### src/rtl/pwm_quad_pkg.sv
package pwm_quad_pkg;

  // register select field, taken from byte address bits 3:2
  typedef enum logic [1:0] {
    SEL_CTRL   = 2'd0,
    SEL_DUTY   = 2'd1,
    SEL_PER    = 2'd2,
    SEL_MASTER = 2'd3
  } reg_sel_e;

  localparam int BANK_LSB = 4;  // 16-byte stride between channel banks
  localparam int SEL_LSB  = 2;
  localparam int PRE_LSB  = 2;  // prescale field position in control
  localparam int EN_BIT   = 0;

endpackage

### src/rtl/pwm_quad_rst_sync.sv
module pwm_quad_rst_sync #(
  parameter int STAGES = 2
) (
  input  logic clk,
  input  logic rst_n,
  output logic rst_n_sync
);

  logic [STAGES-1:0] sync_q;
  logic [STAGES-1:0] sync_d;

  always_comb begin
    sync_d = {sync_q[STAGES-2:0], 1'b1};
  end

  always_ff @(posedge clk or negedge rst_n) begin
    if (!rst_n) sync_q <= '0;
    else        sync_q <= sync_d;
  end

  assign rst_n_sync = sync_q[STAGES-1];

endmodule

### src/rtl/pwm_quad_regs.sv
module pwm_quad_regs
  import pwm_quad_pkg::*;
#(
  parameter int NUM_CH = 4,
  parameter int ADDR_W = 6,
  parameter int DATA_W = 32,
  parameter int PRE_W  = 14,
  parameter int CNT_W  = 16
) (
  input  logic                           clk,
  input  logic                           rst_n,
  input  logic [ADDR_W-1:0]              addr,
  input  logic                           we,
  input  logic [DATA_W-1:0]              wdata,
  output logic [DATA_W-1:0]              rdata,
  output logic                           master_en,
  output logic [NUM_CH-1:0]              ch_en,
  output logic [NUM_CH-1:0][PRE_W-1:0]   ch_pre,
  output logic [NUM_CH-1:0][CNT_W-1:0]   ch_duty,
  output logic [NUM_CH-1:0][CNT_W-1:0]   ch_per
);

  localparam int CH_W      = $clog2(NUM_CH);
  localparam int MASTER_CH = NUM_CH - 1;

  logic            aligned;
  logic            in_range;
  logic [CH_W-1:0] ch_idx;
  reg_sel_e        sel;
  logic            master_hit;
  logic            master_d;
  logic            unused_wdata;

  always_comb begin
    aligned  = (addr[SEL_LSB-1:0] == '0);
    in_range = ((addr >> (BANK_LSB + CH_W)) == '0);
    ch_idx   = addr[BANK_LSB +: CH_W];
    sel      = reg_sel_e'(addr[SEL_LSB +: 2]);
  end

  assign unused_wdata = ^wdata;

  // master enable
  always_comb begin
    master_hit = we && aligned && in_range && (sel == SEL_MASTER)
                 && (ch_idx == CH_W'(MASTER_CH));
    master_d   = master_hit ? wdata[EN_BIT] : master_en;
  end

  always_ff @(posedge clk or negedge rst_n) begin
    if (!rst_n) master_en <= 1'b0;
    else        master_en <= master_d;
  end

  // per-channel register banks
  for (genvar c = 0; c < NUM_CH; c++) begin : g_bank
    logic             bank_hit;
    logic             ctrl_we;
    logic             duty_we;
    logic             per_we;
    logic             en_d;
    logic [PRE_W-1:0] pre_d;
    logic [CNT_W-1:0] duty_d;
    logic [CNT_W-1:0] per_d;

    always_comb begin
      bank_hit = we && aligned && in_range && (ch_idx == CH_W'(c));
      ctrl_we  = bank_hit && (sel == SEL_CTRL);
      duty_we  = bank_hit && (sel == SEL_DUTY);
      per_we   = bank_hit && (sel == SEL_PER);
      en_d     = ctrl_we ? wdata[EN_BIT]              : ch_en[c];
      pre_d    = ctrl_we ? wdata[PRE_LSB +: PRE_W]    : ch_pre[c];
      duty_d   = duty_we ? wdata[CNT_W-1:0]           : ch_duty[c];
      per_d    = per_we  ? wdata[CNT_W-1:0]           : ch_per[c];
    end

    always_ff @(posedge clk or negedge rst_n) begin
      if (!rst_n) begin
        ch_en[c]   <= 1'b0;
        ch_pre[c]  <= '0;
        ch_duty[c] <= '0;
        ch_per[c]  <= '0;
      end else begin
        ch_en[c]   <= en_d;
        ch_pre[c]  <= pre_d;
        ch_duty[c] <= duty_d;
        ch_per[c]  <= per_d;
      end
    end
  end

  // read-back
  always_comb begin
    rdata = '0;
    if (aligned && in_range) begin
      unique case (sel)
        SEL_CTRL: begin
          rdata[EN_BIT]            = ch_en[ch_idx];
          rdata[PRE_LSB +: PRE_W]  = ch_pre[ch_idx];
        end
        SEL_DUTY: rdata[CNT_W-1:0] = ch_duty[ch_idx];
        SEL_PER:  rdata[CNT_W-1:0] = ch_per[ch_idx];
        default:  if (ch_idx == CH_W'(MASTER_CH)) rdata[EN_BIT] = master_en;
      endcase
    end
  end

  // a write to the master address lands in the master bit
  assert_master_write_R2: assert property (@(posedge clk) disable iff (!rst_n)
    master_hit |=> (master_en == $past(wdata[EN_BIT])));

endmodule

### src/rtl/pwm_quad_chan.sv
module pwm_quad_chan #(
  parameter int PRE_W = 14,
  parameter int CNT_W = 16
) (
  input  logic             clk,
  input  logic             rst_n,
  input  logic             run,
  input  logic [PRE_W-1:0] cfg_pre,
  input  logic [CNT_W-1:0] cfg_duty,
  input  logic [CNT_W-1:0] cfg_per,
  output logic             pwm_o
);

  logic             live_q,     live_d;
  logic [PRE_W-1:0] pre_q,      pre_d;
  logic [CNT_W-1:0] per_q,      per_d;
  logic [PRE_W-1:0] act_pre_q,  act_pre_d;
  logic [CNT_W-1:0] act_duty_q, act_duty_d;
  logic [CNT_W-1:0] act_per_q,  act_per_d;

  logic             tick;
  logic [CNT_W:0]   per_inc;
  logic             wrap;
  logic             load;

  always_comb begin
    tick    = (pre_q == act_pre_q);
    per_inc = {1'b0, per_q} + {{CNT_W{1'b0}}, 1'b1};
    wrap    = tick && (per_inc >= {1'b0, act_per_q});
    load    = run && (!live_q || wrap);
  end

  always_comb begin
    live_d     = live_q;
    pre_d      = pre_q;
    per_d      = per_q;
    act_pre_d  = act_pre_q;
    act_duty_d = act_duty_q;
    act_per_d  = act_per_q;
    if (!run) begin
      live_d = 1'b0;
      pre_d  = '0;
      per_d  = '0;
    end else if (!live_q) begin
      live_d = 1'b1;
      pre_d  = '0;
      per_d  = '0;
    end else if (tick) begin
      pre_d = '0;
      per_d = wrap ? '0 : per_inc[CNT_W-1:0];
    end else begin
      pre_d = pre_q + {{(PRE_W-1){1'b0}}, 1'b1};
    end
    if (load) begin
      act_pre_d  = cfg_pre;
      act_duty_d = cfg_duty;
      act_per_d  = cfg_per;
    end
  end

  always_ff @(posedge clk or negedge rst_n) begin
    if (!rst_n) begin
      live_q     <= 1'b0;
      pre_q      <= '0;
      per_q      <= '0;
      act_pre_q  <= '0;
      act_duty_q <= '0;
      act_per_q  <= '0;
    end else begin
      live_q     <= live_d;
      pre_q      <= pre_d;
      per_q      <= per_d;
      act_pre_q  <= act_pre_d;
      act_duty_q <= act_duty_d;
      act_per_q  <= act_per_d;
    end
  end

  assign pwm_o = run && live_q && (per_q < act_duty_q);

  // a stopped channel has cleared counters on the next edge
  assert_stop_clears_R7: assert property (@(posedge clk) disable iff (!rst_n)
    !run |=> (!live_q && pre_q == '0 && per_q == '0));

  // counters stay inside the active period and prescale
  assert_count_range_R4: assert property (@(posedge clk) disable iff (!rst_n)
    live_q |-> ((per_q < act_per_q || per_q == '0) && pre_q <= act_pre_q));

  // full duty keeps the output high
  assert_full_duty_R5: assert property (@(posedge clk) disable iff (!rst_n)
    (run && live_q && act_duty_q != '0 && act_duty_q >= act_per_q) |-> pwm_o);

  // running values change only at a period start
  assert_shadow_hold_R6: assert property (@(posedge clk) disable iff (!rst_n)
    (live_q && per_q != '0) |->
      (act_duty_q == $past(act_duty_q) && act_per_q == $past(act_per_q)
       && act_pre_q == $past(act_pre_q)));

endmodule

### src/rtl/pwm_quad.sv
module pwm_quad #(
  parameter int NUM_CH = 4,
  parameter int ADDR_W = 6,
  parameter int DATA_W = 32,
  parameter int PRE_W  = 14,
  parameter int CNT_W  = 16
) (
  input  logic              clk,
  input  logic              rst_n,
  input  logic [ADDR_W-1:0] bus_addr,
  input  logic              bus_we,
  input  logic [DATA_W-1:0] bus_wdata,
  output logic [DATA_W-1:0] bus_rdata,
  output logic [NUM_CH-1:0] pwm_out
);

  logic                         rst_n_sync;
  logic                         master_en;
  logic [NUM_CH-1:0]            ch_en;
  logic [NUM_CH-1:0][PRE_W-1:0] ch_pre;
  logic [NUM_CH-1:0][CNT_W-1:0] ch_duty;
  logic [NUM_CH-1:0][CNT_W-1:0] ch_per;

  pwm_quad_rst_sync #(.STAGES(2)) u_rst (
    .clk        (clk),
    .rst_n      (rst_n),
    .rst_n_sync (rst_n_sync)
  );

  pwm_quad_regs #(
    .NUM_CH (NUM_CH),
    .ADDR_W (ADDR_W),
    .DATA_W (DATA_W),
    .PRE_W  (PRE_W),
    .CNT_W  (CNT_W)
  ) u_regs (
    .clk       (clk),
    .rst_n     (rst_n_sync),
    .addr      (bus_addr),
    .we        (bus_we),
    .wdata     (bus_wdata),
    .rdata     (bus_rdata),
    .master_en (master_en),
    .ch_en     (ch_en),
    .ch_pre    (ch_pre),
    .ch_duty   (ch_duty),
    .ch_per    (ch_per)
  );

  for (genvar c = 0; c < NUM_CH; c++) begin : g_ch
    pwm_quad_chan #(
      .PRE_W (PRE_W),
      .CNT_W (CNT_W)
    ) u_chan (
      .clk      (clk),
      .rst_n    (rst_n_sync),
      .run      (master_en && ch_en[c]),
      .cfg_pre  (ch_pre[c]),
      .cfg_duty (ch_duty[c]),
      .cfg_per  (ch_per[c]),
      .pwm_o    (pwm_out[c])
    );
  end

endmodule

### config.mk
export PLATFORM = sky130hd
export DESIGN_NAME = pwm_quad
export DESIGN_NICKNAME = d
export VERILOG_FILES = /design/src/rtl/pwm_quad_pkg.sv /design/src/rtl/pwm_quad_rst_sync.sv /design/src/rtl/pwm_quad_regs.sv /design/src/rtl/pwm_quad_chan.sv /design/src/rtl/pwm_quad.sv
export SDC_FILE = /design/constraint.sdc
export NUM_CORES = 1
export LEC_CHECK = 0
export ABC_AREA = 1
export CAP_MARGIN = 10
export CELL_PAD_IN_SITES_DETAIL_PLACEMENT = 2
export CELL_PAD_IN_SITES_GLOBAL_PLACEMENT = 2
export CORE_AREA = 2 2 240 302
export CTS_BUF_LIST = sky130_fd_sc_hd__clkbuf_16
export DETAILED_ROUTE_END_ITERATION = 10
export DIE_AREA = 0 0 242 304
export PLACE_DENSITY = 0.82
export SLEW_MARGIN = 0
export SYNTH_ARGS = -nofsm -noshare
export SYNTH_HDL_FRONTEND = slang
export SYNTH_SLANG_ARGS = --single-unit
### constraint.sdc
create_clock -name clk -period 17 [get_ports clk]
set_clock_uncertainty 0.15 [all_clocks]
set_input_delay 1.7 -clock clk [delete_from_list [all_inputs] [get_ports clk]]
set_output_delay 1.7 -clock clk [all_outputs]
set_load 0.05 [all_outputs]
Word-level counts from Yosys, hierarchy flattened

Index checks and enable logic that the tools add are counted.

ROM bits: 0
Word-level logic and storage cells: 168
Memory bits (writable): 0
Latch bits: 0
Memories kept: 0
Register bits: 499
Output and inout port bits: 36

Equal/unequal tests: 14
$add $sub $neg: 8
$lt $le $gt $ge: 9
$mul: 0
Shift-type cells: 0
Reductions and logical operators: 50
Muxes and demuxes: 45
Bitwise operators: 0
Divide/modulo/power cells: 0

Operator list:

| operator                                                    | number |
|---|---|
| 2-to-1 mux 16 bit                                           | 19 |
| 2-to-1 mux 14 bit                                           | 13 |
| adder 16 x 1 -> 17 bit (second input constant)              | 4 |
| greater-or-equal comparator 17 x 16 -> 1 bit                | 4 |
| binary-select mux 16 bit (select 2 bit)                     | 2 |
| less-than comparator 16 bit                                 | 4 |
| adder 14 x 1 -> 14 bit (second input constant)              | 4 |
| equality test 14 bit                                        | 4 |
| case mux 14 bit (3 select lines)                            | 1 |
| logical AND 1 bit                                           | 39 |
| binary-select mux 14 bit (select 2 bit)                     | 1 |
| != test 3 bit (second input constant)                       | 4 |
| equality test 2 bit (second input constant)                 | 4 |
| logical NOT 2 bit                                           | 3 |
| 2-to-1 mux 1 bit                                            | 6 |
| equality test 2 x 1 -> 1 bit (second input constant)        | 2 |
| logical NOT 1 bit                                           | 4 |
| logical OR 1 bit                                            | 4 |
| less-than comparator 2 x 3 -> 1 bit (second input constant) | 1 |
| case mux 1 bit (3 select lines)                             | 1 |
| binary-select mux 1 bit (select 2 bit)                      | 1 |
| case mux 1 bit (2 select lines)                             | 1 |

Longest topological paths before layout

Gate-level depths: netlist of run 1.

Depth in word-level cells: 7
Gate-level depth with buffers: 23

Cells and area by module

A second synthesis of run 1 with hierarchy kept.

Cells, all modules: 3,492
Area, all modules: 28,394.7 um2

Modules (own cells, without submodules):

| module                             | sequential area each (um2) | times used | cells an instance | area an instance (um2) |
|---|---|---|---|---|
| pwm_quad_chan (g_ch[0].u_chan ...) | 1,926.8                    | 3          | 555               | 4,790.8 |
| pwm_quad_regs                      | 4,729.5                    | 1          | 1,235             | 9,116.2 |
| pwm_quad_chan (g_ch[1].u_chan)     | 1,926.8                    | 1          | 581               | 4,822.1 |
| pwm_quad_rst_sync                  | 50.0                       | 1          | 3                 | 53.8 |
| pwm_quad                           | 0.0                        | 1          | 8                 | 30.0 |

Least setup slack after synthesis of run 1

No wires, ideal clock.

Path type: in2out
Start point: in bus_addr[4]
End point: out bus_rdata[0]
Setup slack: 11.519 ns
Buffers on the path: 3
Required time: 15.150 ns
Arrival: 3.631 ns
Stages: 8
Cells stage by stage: buf_2 inv_1 clkbuf_1 clkbuf_1 nand3_1 nand4_1 nand2_1 a31oi_1

Longest elaborated chain between the ends: 4

Ends and longest elaborated chain:

| item                                                            | RTL line             | text |
|---|---|---|
| start, declared                                                 | pwm_quad.sv:10       | `input logic [ADDR_W-1:0] bus_addr,` |
| binary-select mux 16 bit (select 2 bit) (tied with other cells) | pwm_quad_regs.sv:102 | `SEL_PER: rdata[CNT_W-1:0] = ch_per[ch_idx];` |
| 2-to-1 mux 16 bit (not written as such) (tied with other cells) | pwm_quad_regs.sv:102 |  |
| case mux 1 bit (3 select lines) *                               | pwm_quad_regs.sv:96  | `unique case (sel)` |
| 2-to-1 mux 16 bit *                                             | pwm_quad_regs.sv:95  | `if (aligned && in_range) begin` |
| end, declared                                                   | pwm_quad.sv:13       | `output logic [DATA_W-1:0] bus_rdata,` |

Every way passes the cells marked *; elsewhere a longest branch is shown, timed or not. The select of a mux whose other input is x is not followed.

Final worst setup path of run 1

Start point: in bus_addr[4]
End point: out bus_rdata[13]

Longest elaborated chain between the ends: 4

Ends and longest elaborated chain:

| item                                                            | RTL line |
|---|---|
| binary-select mux 16 bit (select 2 bit) (tied with other cells) | pwm_quad_regs.sv:102 |
| 2-to-1 mux 16 bit (not written as such) (tied with other cells) | pwm_quad_regs.sv:102 |
| case mux 14 bit (3 select lines) *                              | pwm_quad_regs.sv:96 |
| 2-to-1 mux 16 bit *                                             | pwm_quad_regs.sv:95 |

Marks and branches as above.

==> flow_metrics.tcl, run 1 <==
set metrics [dict create \
    status "finished, final reports clean" \
    grt_max_degree 167 \
    crit_path_start_kind "input port" \
    clk_pin_slew_worst_paths_ns 0.06 \
    clk-insertion-delay-late_ns 0.62 \
    multiInputGateArea_mm2 0.0120 \
    antenna_left 0 \
    synth-main-ff-cell "dfrtp_1" \
    fmax_ghz 0.135 \
    max_cap_violations 0 \
    die_h_um 304 \
    power_density_mw_per_mm2 112 \
    regArea_mm2 0.0125 \
    finalHoldViolCount 0 \
    yosysSeqAreaShare 0.468 \
    regToRegStartpoint "g_ch[1].u_chan.per_q[0]$_DFFE_PN0P_" \
    wire_per_inst_um 22.7 \
    clk_path_buf_depth 3 \
    critical_path.reg2reg.endpoint "g_ch[1].u_chan.act_per_q[5]$_DFFE_PN0P_" \
    yosysUniqueCellTypes 43 \
    rows 110 \
    routed_wl_um 97700 \
    regToRegSetupSlack_ns 12.62 \
    maxSlewHeadroom 0.274 \
    io_pins 77 \
    rsz0062_at_grt "no" \
    synthCells 3353 \
    cts_hold_buf 0 \
    core_area_mm2 0.0710 \
    hold_slack_ns 0.198 \
    vias 23500 \
    period_needed_ns 7.41 \
    die_area_mm2 0.0736 \
    drtIter0Drc 1511 \
    drcViolationCount 0 \
    grt_remaining_overflow 0 \
    synth_area_mm2 0.0267 \
    synth_edf_count 0 \
    worstPathArrival_ns 5.56 \
    synth_area_leaders "dfrtp_1 (47%), nand2_1 (14%), nand3_1 (7.2%)" \
    drt_pass1_iterations 5 \
    cts_buffers 56 \
    postSynthAreaPerCell_um2 7.95 \
    portBuffers 44 \
    critPathKind "in -> out" \
    track_usage 0.266 \
    die_w_um 242 \
    drive_above_1_share 0.0449 \
    clockRootBuffer "clkbuf_16" \
    hold_class "reg -> async" \
    finalMaxSlewViolations 0 \
    routed_via_density 5.46 \
    async_flop_share 1.00 \
    ys_seq_elements 499 \
    yosys.area.top_type "dfrtp_1" \
    worst_slew_pin_slew_ns 1.09 \
    vdd_drop_max_uv 65.7 \
    gp_congestion 0.943 \
    fin_nets 3482 \
    crit_fanout 52 \
    cts-htree-levels 2 \
    hpwl_um 70300 \
    grt_antenna_before_repair 1 \
    worstRegToRegCells 21 \
    fin_crit_sh 0.436 \
    grt_pass1_vias 26300 \
    syn_to_final_growth_pct 9.49 \
    cts.sinks 499 \
    end_kind "output port" \
    yosysWarnings 0 \
    post_cts_resized 0 \
    postCtsSetupBuffers 0 \
    fillCellCount 8148 \
    synth_top_area_frac 0.468 \
    finalSetupTns_ns 0 \
    cts_tree "yes" \
    initial_core_util 0.375 \
    p_leak_uw 0.0146 \
    grt_pass1_wl_um 153000 \
    worstPathRequired_ns 15.15 \
    setup_viol 0 \
]
## cell usage in the layout, fill, tap and decap left out, types with 21 or more instances in the layout
| master | n |
|---|---|
| a21oi_1 | 94 |
| nand3_1 | 383 |
| o21ai_0 | 258 |
| clkbuf_16 | 57 |
| xor2_1 | 57 |
| clkdlybuf4s50_1 | 42 |
| xnor2_1 | 21 |
| nand2_1 | 1008 |
| ha_1 | 137 |
| dfrtp_1 | 498 |
| nand4_1 | 57 |
| nor3_1 | 30 |
| a22oi_1 | 46 |
| nor2_1 | 147 |
| inv_1 | 336 |
## through the flow
step	worst slack (ns)	instance area [um2]	total power [uW]	instances	util
2_1_floorplan	1.91	26700	1880	3368	-
3_3_place_gp	9.73	27500	2080	4197	0.388
3_5_place_dp	9.68	27500	2130	4197	0.388
4_1_cts	9.68	29200	3290	4295	0.411
5_1_grt	9.42	29200	3420	4296	0.411
6_report	9.59	29200	3260	4297	0.411
## where the power goes
part	total [uW]	switching (uW)	internal, uW
registers	1480	154	1330
clock network	1140	523	617
logic	634	441	193
## registers in the layout (all words and copies together) (netlist names)
signal / count
u_rst.sync_q: 2
u_regs.ch_duty: 64
g_ch.u_chan.act_per_q: 64
g_ch.u_chan.live_q: 4
u_regs.ch_per: 64
u_regs.ch_en: 4
g_ch.u_chan.per_q: 64
u_regs.master_en: 1
g_ch.u_chan.act_pre_q: 56
g_ch.u_chan.act_duty_q: 64
u_regs.ch_pre: 56
g_ch.u_chan.pre_q: 56
## cells in the mapped netlist, types with 6 or more instances
master	n
buf_6	18
nand2_2	6
o21ai_0	258
buf_4	29
xor2_1	57
nand2_4	8
o22ai_1	13
nor2_2	11
xnor2_1	21
buf_1	15
a21oi_1	94
ha_1	137
dfrtp_1	499
nor3_1	31
nand4_1	57
clkbuf_1	94
o21ai_1	11
inv_1	322
nand2_1	1008
a22oi_1	46
inv_2	10
buf_2	27
or2_2	6
nor2_1	149
nand3_1	383
## final cells by class
class	count	share of cell area
multi-input cells	2353	0.412
flip-flops and latches	499	0.428
well taps	952	0.0408
clock inverters	41	0.00741
diodes	1	0.0000857
inverters	333	0.0428
clock buffers	57	0.0489
repair buffers	61	0.0202
## critical path: stages
cell and delay [ns]:
buf_2 0.09, buf_4 0.46, inv_1 0.09, buf_4 0.31, nor2_2 0.78, buf_4 0.43
a22oi_1 0.21, a31oi_1 0.22, o21ai_0 0.29, inv_1 0.13, clkdlybuf4s50_1 0.80
## how the worst max path moves through the flow
| stage | slack (ns) | end | start |
|---|---|---|---|
| floorplan | 1.91 | g_ch[0].u_chan.act_duty_q[0]$_DFFE_PN0P_ | u_rst.sync_q[1]$_DFF_PN0_ |
| global placement | 9.73 | bus_rdata[5] | bus_addr[4] |
| detailed placement | 9.68 | bus_rdata[3] | bus_addr[4] |
| CTS | 9.68 | bus_rdata[3] | bus_addr[4] |
| global route | 9.42 | bus_rdata[13] | bus_addr[4] |
| finish | 9.59 | bus_rdata[13] | bus_addr[4] |
## per-layer routing
layer	up-vias	share of wire	global-route usage
met4	0	0.034	0.0863
met3	164	0.035	0.0335
met1	12200	0.40	0.312
met5	-	0	0
li1	10700	-	-
met2	389	0.53	0.500
## kinds of logic (layout without fill, tap and decap cells)
| group | Yosys count | after routing | share of synthesized area |
|---|---|---|---|
| buf+inv | 516 | 492 | 0.0830 |
| compound gates | 443 | 443 | 0.0899 |
| xor+xnor | 78 | 78 | 0.0256 |
| other cells | 2 | 18 | 0.000282 |
| fa+ha+maj | 137 | 137 | 0.0643 |
| simple gates | 1678 | 1678 | 0.269 |
| flops | 499 | 499 | 0.468 |
No activity file was read; power rests on OpenSTA's default activity.
==> inputs of run 2 (changes only) <==
Clock period 17 ns to 7.5 ns, I/O delays scaled along.
==> flow_metrics.tcl, run 2 (synthesis results as in run 1) <==
set metrics [dict create \
    status "finished, final reports clean" \
    period_needed_ns 4.94 \
    setup_viol 0 \
    hold_class "in -> async" \
    die_h_um 304 \
    cts_buffers 57 \
    wire_per_inst_um 23.4 \
    crit_fanout 51 \
    portBuffers 44 \
    power_density_mw_per_mm2 263 \
    clockRootBuffer "clkbuf_16" \
    regToRegStartpoint "g_ch[3].u_chan.per_q[0]$_DFFE_PN0P_" \
    hpwl_um 71500 \
    critical_path.reg2reg.endpoint "g_ch[3].u_chan.act_pre_q[9]$_DFFE_PN0P_" \
    finalSetupTns_ns 0 \
    drive_above_1_share 0.0442 \
    mostFrequentLayoutCells "nand2_1 (1008), dfrtp_1 (498), nand3_1 (383)" \
    place_inst 4196 \
    die_area_mm2 0.0736 \
    finalMaxSlewViolations 0 \
    fillCellCount 8091 \
    fin_crit_sh 0.658 \
    track_usage 0.276 \
    clk_path_buf_depth 3 \
    io_pins 77 \
    fmax_ghz 0.203 \
    drt_pass1_iterations 5 \
    grt_max_degree 164 \
    syn_to_final_growth_pct 10.3 \
    finalHoldViolCount 0 \
    routed_wl_um 101000 \
    maxSlewHeadroom 0.234 \
    gp_congestion 0.918 \
    grt_antenna_before_repair 2 \
    hold_slack_ns 0.124 \
    fin_nets 3482 \
    clk_pin_slew_worst_paths_ns 0.06 \
    grt_remaining_overflow 0 \
    grt_pass1_vias 26600 \
    regToRegSetupSlack_ns 3.17 \
    core_area_mm2 0.0710 \
    multiInputGateArea_mm2 0.0120 \
    clk-insertion-delay-late_ns 0.63 \
    worst_slew_pin_slew_ns 1.15 \
    rows 110 \
    end_kind "output port" \
    worstPathRequired_ns 6.60 \
    finalWorstSetupSlack_ns 2.56 \
    die_w_um 242 \
    cts.sinks 499 \
    critPathKind "in -> out" \
    initial_core_util 0.375 \
    worstRegToRegCells 20 \
    max_cap_violations 0 \
    vias 23500 \
    cts-htree-levels 2 \
    post_cts_resized 0 \
    fin_cells 4301 \
    final_common_cell "nand2_1" \
    drtIter0Drc 1621 \
    worstPathArrival_ns 4.04 \
    rsz0062_at_grt "no" \
    regArea_mm2 0.0125 \
    vdd_drop_max_uv 159 \
    postCtsSetupBuffers 0 \
    pre_cts_ws_ns 2.59 \
    cts_tree "yes" \
    fin_util 0.414 \
    antenna_left 0 \
    crit_path_start_kind "input port" \
    drcViolationCount 0 \
    grt_pass1_wl_um 158000 \
    cts_hold_buf 0 \
    routed_via_density 5.47 \
    p_leak_uw 0.0147 \
]
run 2: metrics by stage:
step                power [uW]  instance area [um2]
finish                    7730                29400
global route              8100                29400
CTS                       7810                29400
detailed placement        4860                27500
global placement          4730                27500
floorplan                 4260                26700
run 2: worst max path at each step:
stage	start	end	depth (start not counted)
after floorplan	u_rst.sync_q[1]$_DFF_PN0_	g_ch[0].u_chan.act_duty_q[0]$_DFFE_PN0P_	0
after global placement	bus_addr[2]	bus_rdata[13]	6
after detailed placement	bus_addr[2]	bus_rdata[13]	6
after CTS	bus_addr[2]	bus_rdata[13]	6
after global routing	bus_addr[4]	bus_rdata[7]	11
final	bus_addr[4]	bus_rdata[5]	11
run 2: area by class of cell:
cell class                 instances  share of cell area
timing repair buffer              60              0.0198
clock buffer                      59              0.0502
tap                              952              0.0405
clock inverter                    42              0.0134
antenna                            3            0.000255
multi-input combinational       2353               0.409
inverter                         333              0.0425
sequential                       499               0.425
run 2: worst max-delay path: stages:
cell	delay, ns
buf_2	0.11
buf_4	0.47
nor2_2	0.29
buf_4	0.31
a22oi_1	0.62
nand3_1	0.15
nand2_1	0.11
nand2_1	0.06
o21ai_0	0.29
inv_1	0.10
clkdlybuf4s50_1	0.72
run 2: per-layer routing:
layer | vias to the layer above | global-route usage | routed length [um]
met4 | 0 | 0.107 | 4110
li1 | 10800 | - | -
met5 | - | 0 | 0
met3 | 181 | 0.0291 | 3160
met1 | 12200 | 0.333 | 41000
met2 | 409 | 0.503 | 52400
run 2: where the power goes:
part	internal [uW]	switching (uW)	leakage, uW
sequential	3010	361	0.00680
combinational	438	1020	0.00695
clock	1680	1220	0.000968
